--- config.mk ---
export PLATFORM = sky130hd
export DESIGN_NAME = twi_bus_recover
export DESIGN_NICKNAME = d
export VERILOG_FILES = /design/src/rtl/twr_pkg.sv /design/src/rtl/twr_line_sync.sv /design/src/rtl/twr_half_timer.sv /design/src/rtl/twr_pulse_ctr.sv /design/src/rtl/twi_bus_recover.sv
export SDC_FILE = /design/constraint.sdc
export NUM_CORES = 1
export LEC_CHECK = 0
export ABC_CLOCK_PERIOD_IN_PS = 1600
export BUFFER_PORTS_ARGS = -buffer_cell sky130_fd_sc_hd__buf_2
export CORE_AREA = 2 2 56 58
export CTS_CLUSTER_SIZE = 14
export DETAILED_ROUTE_END_ITERATION = 12
export DIE_AREA = 0 0 58 60
export HOLD_SLACK_MARGIN = 0.05
export PLACE_DENSITY = 0.62
export RECOVER_POWER = 50
export SLEW_MARGIN = 20
export SYNTH_ARGS = -nofsm -noshare
export SYNTH_HDL_FRONTEND = slang
export SYNTH_HIERARCHICAL = 1
export SYNTH_SLANG_ARGS = --single-unit
--- constraint.sdc ---
create_clock -name clk -period 1.6 [get_ports clk]
set_input_delay 0.08 -clock clk [delete_from_list [all_inputs] [get_ports clk]]
set_output_delay 0.08 -clock clk [all_outputs]
set_load 0.01 [all_outputs]
--- src/rtl/twr_pkg.sv ---
package twr_pkg;

    typedef enum logic [2:0] {
        ST_IDLE  = 3'd0,
        ST_PREP  = 3'd1,
        ST_LOW   = 3'd2,
        ST_RISE  = 3'd3,
        ST_HIGH  = 3'd4,
        ST_START = 3'd5
    } twr_state_e;

    typedef struct packed {
        twr_state_e state;
        logic       scl_pull;
        logic       sda_pull;
        logic       done;
        logic       fail;
        logic       ph_new;
    } twr_regs_t;

    localparam twr_regs_t TWR_REGS_RST = '{
        state:    ST_IDLE,
        scl_pull: 1'b0,
        sda_pull: 1'b0,
        done:     1'b0,
        fail:     1'b0,
        ph_new:   1'b0
    };

endpackage

--- src/rtl/twr_line_sync.sv ---
module twr_line_sync #(
    parameter int STAGES = 2
) (
    input  logic clk,
    input  logic rst_n,
    input  logic line_i,
    output logic line_o
);

    generate
        if (STAGES == 0) begin : g_bypass
            assign line_o = line_i;
        end else begin : g_chain
            logic [STAGES-1:0] chain_q;
            always_ff @(posedge clk or negedge rst_n) begin
                if (!rst_n) begin
                    chain_q[0] <= 1'b1;
                end else begin
                    chain_q[0] <= line_i;
                end
            end
            for (genvar i = 1; i < STAGES; i++) begin : g_stage
                always_ff @(posedge clk or negedge rst_n) begin
                    if (!rst_n) begin
                        chain_q[i] <= 1'b1;
                    end else begin
                        chain_q[i] <= chain_q[i-1];
                    end
                end
            end
            assign line_o = chain_q[STAGES-1];
        end
    endgenerate

endmodule

--- src/rtl/twr_half_timer.sv ---
module twr_half_timer #(
    parameter int HALF_DIV = 4
) (
    input  logic clk,
    input  logic rst_n,
    input  logic restart_i,
    output logic tick_o
);

    localparam int DIV_W = (HALF_DIV > 1) ? $clog2(HALF_DIV) : 1;
    localparam logic [DIV_W-1:0] LAST = DIV_W'(HALF_DIV - 1);

    logic [DIV_W-1:0] cnt_d, cnt_q;

    always_comb begin
        cnt_d = cnt_q;
        if (restart_i) begin
            cnt_d = '0;
        end else if (cnt_q == LAST) begin
            cnt_d = '0;
        end else begin
            cnt_d = cnt_q + 1'b1;
        end
    end

    always_ff @(posedge clk or negedge rst_n) begin
        if (!rst_n) begin
            cnt_q <= '0;
        end else begin
            cnt_q <= cnt_d;
        end
    end

    // The first cycle of a phase never ticks, so a phase lasts HALF_DIV+1 cycles.
    assign tick_o = !restart_i && (cnt_q == LAST);

endmodule

--- src/rtl/twr_pulse_ctr.sv ---
module twr_pulse_ctr #(
    parameter int MAX_PULSES = 9,
    parameter int CNT_W      = $clog2(MAX_PULSES + 1)
) (
    input  logic             clk,
    input  logic             rst_n,
    input  logic             clr_i,
    input  logic             inc_i,
    output logic [CNT_W-1:0] count_o,
    output logic             last_o
);

    localparam logic [CNT_W-1:0] LIMIT = CNT_W'(MAX_PULSES);

    logic [CNT_W-1:0] cnt_d, cnt_q;

    always_comb begin
        cnt_d = cnt_q;
        if (clr_i) begin
            cnt_d = '0;
        end else if (inc_i && (cnt_q != LIMIT)) begin
            cnt_d = cnt_q + 1'b1;
        end
    end

    always_ff @(posedge clk or negedge rst_n) begin
        if (!rst_n) begin
            cnt_q <= '0;
        end else begin
            cnt_q <= cnt_d;
        end
    end

    assign count_o = cnt_q;
    assign last_o  = (cnt_q == LIMIT);

endmodule

--- src/rtl/twi_bus_recover.sv ---
module twi_bus_recover
    import twr_pkg::*;
#(
    parameter int HALF_DIV    = 4,
    parameter int MAX_PULSES  = 9,
    parameter int SYNC_STAGES = 2,
    parameter int CNT_W       = $clog2(MAX_PULSES + 1)
) (
    input  logic             clk,
    input  logic             rst_n,
    input  logic             recover_req_i,
    input  logic             scl_in_i,
    input  logic             sda_in_i,
    output logic             scl_pull_o,
    output logic             sda_pull_o,
    output logic             busy_o,
    output logic             done_o,
    output logic             fail_o,
    output logic [CNT_W-1:0] pulses_o
);

    localparam int N_LINES = 2;
    localparam int IDX_SCL = 0;
    localparam int IDX_SDA = 1;

    logic [N_LINES-1:0] line_raw;
    logic [N_LINES-1:0] line_seen;

    assign line_raw[IDX_SCL] = scl_in_i;
    assign line_raw[IDX_SDA] = sda_in_i;

    generate
        for (genvar g = 0; g < N_LINES; g++) begin : g_sync
            twr_line_sync #(
                .STAGES (SYNC_STAGES)
            ) u_sync (
                .clk    (clk),
                .rst_n  (rst_n),
                .line_i (line_raw[g]),
                .line_o (line_seen[g])
            );
        end
    endgenerate

    twr_regs_t r_d, r_q;
    logic      tick;
    logic      cnt_clr, cnt_inc, cnt_last;
    logic [CNT_W-1:0] cnt_val;

    twr_half_timer #(
        .HALF_DIV (HALF_DIV)
    ) u_timer (
        .clk       (clk),
        .rst_n     (rst_n),
        .restart_i (r_q.ph_new),
        .tick_o    (tick)
    );

    twr_pulse_ctr #(
        .MAX_PULSES (MAX_PULSES),
        .CNT_W      (CNT_W)
    ) u_pulses (
        .clk     (clk),
        .rst_n   (rst_n),
        .clr_i   (cnt_clr),
        .inc_i   (cnt_inc),
        .count_o (cnt_val),
        .last_o  (cnt_last)
    );

    always_comb begin
        r_d     = r_q;
        r_d.done = 1'b0;
        cnt_clr = 1'b0;
        cnt_inc = 1'b0;
        unique case (r_q.state)
            ST_IDLE: begin
                if (recover_req_i) begin
                    // Clock goes low first; any held data pull stays for now.
                    r_d.state    = ST_PREP;
                    r_d.scl_pull = 1'b1;
                    r_d.fail     = 1'b0;
                    cnt_clr      = 1'b1;
                end
            end
            ST_PREP: begin
                if (tick) begin
                    r_d.state    = ST_LOW;
                    r_d.sda_pull = 1'b0;
                end
            end
            ST_LOW: begin
                if (tick) begin
                    r_d.state    = ST_RISE;
                    r_d.scl_pull = 1'b0;
                end
            end
            ST_RISE: begin
                if (line_seen[IDX_SCL]) begin
                    r_d.state = ST_HIGH;
                    cnt_inc   = 1'b1;
                end
            end
            ST_HIGH: begin
                if (tick) begin
                    if (line_seen[IDX_SDA]) begin
                        r_d.state    = ST_START;
                        r_d.sda_pull = 1'b1;
                    end else if (cnt_last) begin
                        r_d.state = ST_IDLE;
                        r_d.done  = 1'b1;
                        r_d.fail  = 1'b1;
                    end else begin
                        r_d.state    = ST_LOW;
                        r_d.scl_pull = 1'b1;
                    end
                end
            end
            ST_START: begin
                if (tick) begin
                    r_d.state = ST_IDLE;
                    r_d.done  = 1'b1;
                end
            end
            default: begin
                r_d = TWR_REGS_RST;
            end
        endcase
        r_d.ph_new = (r_d.state != r_q.state);
    end

    always_ff @(posedge clk or negedge rst_n) begin
        if (!rst_n) begin
            r_q <= TWR_REGS_RST;
        end else begin
            r_q <= r_d;
        end
    end

    assign scl_pull_o = r_q.scl_pull;
    assign sda_pull_o = r_q.sda_pull;
    assign busy_o     = (r_q.state != ST_IDLE);
    assign done_o     = r_q.done;
    assign fail_o     = r_q.fail;
    assign pulses_o   = cnt_val;

endmodule

==> results.tsv <==
metric	value	unit
status	complete, no violations	
CP max FO	4	
Final setup viols	0	
antenna violations before repair	0	
synthesized area	957	um2
Slew headroom	35.1	%
hpwl dp	1410	um
Post-Route WL	1910	um
I/O pin count	14	
Synth Net Count	103	
die area	3480	um2
Clock Skews	0.00597	ns
Netlist cell types	36	
Placed Cells	147	
Max IR drop VDD	0.817	mV
final hold vios	0	
CTS Buf Count	3	
Warnings, synthesis	6	
area of the multi-input gates	470	um2
CP arrival	1.74	ns
core area	2900	um2
top cell type's share of synthesized area	36.6	%
Avg Inst Size Synth	10.1	um2
die width	58	um
Routed Antenna Nets	0	
Starting Density	33.0	%
diode count	0	
Nets	131	
drt via density	4.85	
DRC violations left	0	
critical path type	flop to flop	
Fin Setup TNS	0	ns
Slew @ Worst Pin	0.974	ns
Tot GR Track Use	13.0	%
Synth area leaders	dfrtp_1 37%, dfstp_2 11%, nand2b_1 4.6%, nor2b_1 4.6%, nor2_1 4.3%	
startpoint types	flop	
fin crit share	94.3	%
count leader, synth	dfrtp_1	
Max clock buf depth	2	
Area Growth Syn to Fin	24.8	%
endpoint type of the worst setup path	flop	
Slew Limit Fails	0	
Worst-path clk slew	0.10	ns
Leakage Power	0.559	nW
Root Driver	clkbuf_4	
Hold Path Class	input pin to flop	
share of cells above drive strength 1	33.6	%
ys async rst share	100	%
top cell type by total area after synthesis	dfrtp_1	
Avg WL per Cell	12.3	um
DR vias	752	
Cell Rows	20	
first-pass GRT wire length	3350	um
R2R Setup Slk	0.09	ns
final core utilization	41.2	%
H-Tree Depth	1	
TritonRoute pass-1 iters	4	
GRT overflow	0	
Seq/Total Area, Yosys	47.6	%
Gate Count Post-Synth	95	
RSZ-0062 raised after global routing	no	
fin crit period	1.51	ns
Clock Latency Late Sink	0.30	ns
PwrDens	1600	nW/um2
Synth Register Bits	18	
vias in the first global route	747	
Reg area	455	um2
largest net degree at the start of global routing	19	
Synth Flop Type	dfrtp_1	
Die Y	60	um
port bufs	13	
CTS tree	yes	
FMAX	0.663	GHz
Critical Path RT	1.83	ns
clock sinks	18	
number of synthesized flops with an enable pin	0	
final cell count without fillers	155	
post-layout power	1.91	mW
# fillers	306	
placer's final routability congestion estimate	0.758	
DR iter-0 viols	14	
max capacitance violation total	0	
Post-synth top cells	14 x dfrtp_1, 11 x nor2_1, 7 x nand2_1, 7 x nand2b_1, 7 x nor2b_1	
==> final timing paths <==
kind,end,depth (start not counted),from
max,u_pulses/count_o[2],5,g_sync[0].u_sync/line_o
min,fail_o,4,recover_req_i
max reg2reg,u_pulses/count_o[2],5,g_sync[0].u_sync/line_o
min reg2reg,g_sync[1].u_sync/line_o,0,g_sync[1].u_sync/g_chain.chain_q[0]
max in group asynchronous,r_q[7],2,rst_n
min in group asynchronous,r_q[5],2,rst_n
==> repair_timing <==
item                                    4_1_cts  5_1_grt
gates resized for setup                       1        5
buffers inserted                              0        1
pin swaps                                     0        0
endpoints found under the hold margin        20        0
hold buffers                                  3        0
endpoints found under the setup margin        1        6
==> worst max-delay path, cell delays in order, from the launching register on <==
cell	delay (ns)
dfstp_2	0.55
and2_1	0.15
nor2b_4	0.17
nand2_1	0.08
or3b_4	0.38
a21oi_2	0.12
==> area by class of cell <==
type	instances	area share (%)
clock buffers	4	3.04
repair buffers	27	14.8
flip-flops and latches	18	38.1
inverters	4	1.26
well taps	33	3.46
multi-input cells	69	39.4
==> cell usage in the layout, fill, tap and decap left out, types with 2 or more instances in the layout <==
cell           count
buf_4             11
nand2b_1           7
nor2_1            10
nor2_2             2
mux2_4             2
o21ai_0            2
a21oi_2            2
a21oi_1            4
nand2_1            7
buf_2             12
dfrtp_1           14
nand4_1            3
ha_1               3
dlygate4sd3_1      3
o22ai_1            2
inv_1              4
nor2b_1            5
clkbuf_4           3
dfstp_2            4
==> power breakdown <==
group          leakage, nW  internal, mW  total, mW  switching (mW)
Sequential           0.222         0.599      0.697          0.0974
Clock               0.0210         0.139      0.280           0.142
Combinational        0.316         0.470      0.932           0.462
Total                0.559          1.21       1.91           0.701
==> kinds of logic (layout without fill, tap and decap cells) <==
logic type      after synthesis  in the layout  share of synthesized area [%]
xor+xnor                      1              1                          0.915
compound gates               19             19                           14.4
buf+inv                       8             35                           5.23
simple gates                 43             43                           23.8
mux                           3              3                           4.18
flops                        18             18                           47.6
fa+ha+maj                     3              3                           3.92
==> metal layers <==
layer | global-route usage, % | share of wire [%] | vias to the layer above
li1 | - | - | 383
met1 | 16.1 | 46 | 352
met2 | 20.8 | 47 | 13
met3 | 3.90 | 4.9 | 4
met4 | 5.98 | 1.6 | 0
met5 | 0 | 0 | -
==> sequential cells by signal (all words and copies together), names as in the netlist <==
name	cells
g_sync.u_sync/g_chain.chain_q	2
u_pulses/count_o	4
g_sync.u_sync/line_o	2
sda_pull_o	1
r_q	4
scl_pull_o	1
u_timer/cnt_q	2
done_o	1
fail_o	1
==> through the flow <==
step / hold WS [ns] / instance area [um2] / worst slack [ns]
after floorplan: -0.216 / 957 / 0.124
after global placement: 0.0291 / 1100 / 0.0839
after detailed placement: 0.0348 / 1100 / 0.0224
after CTS: 0.173 / 1170 / 0.0589
after global routing: 0.208 / 1190 / 0.00675
final: 0.174 / 1190 / 0.0907
(Power assumes the default switching activity.)
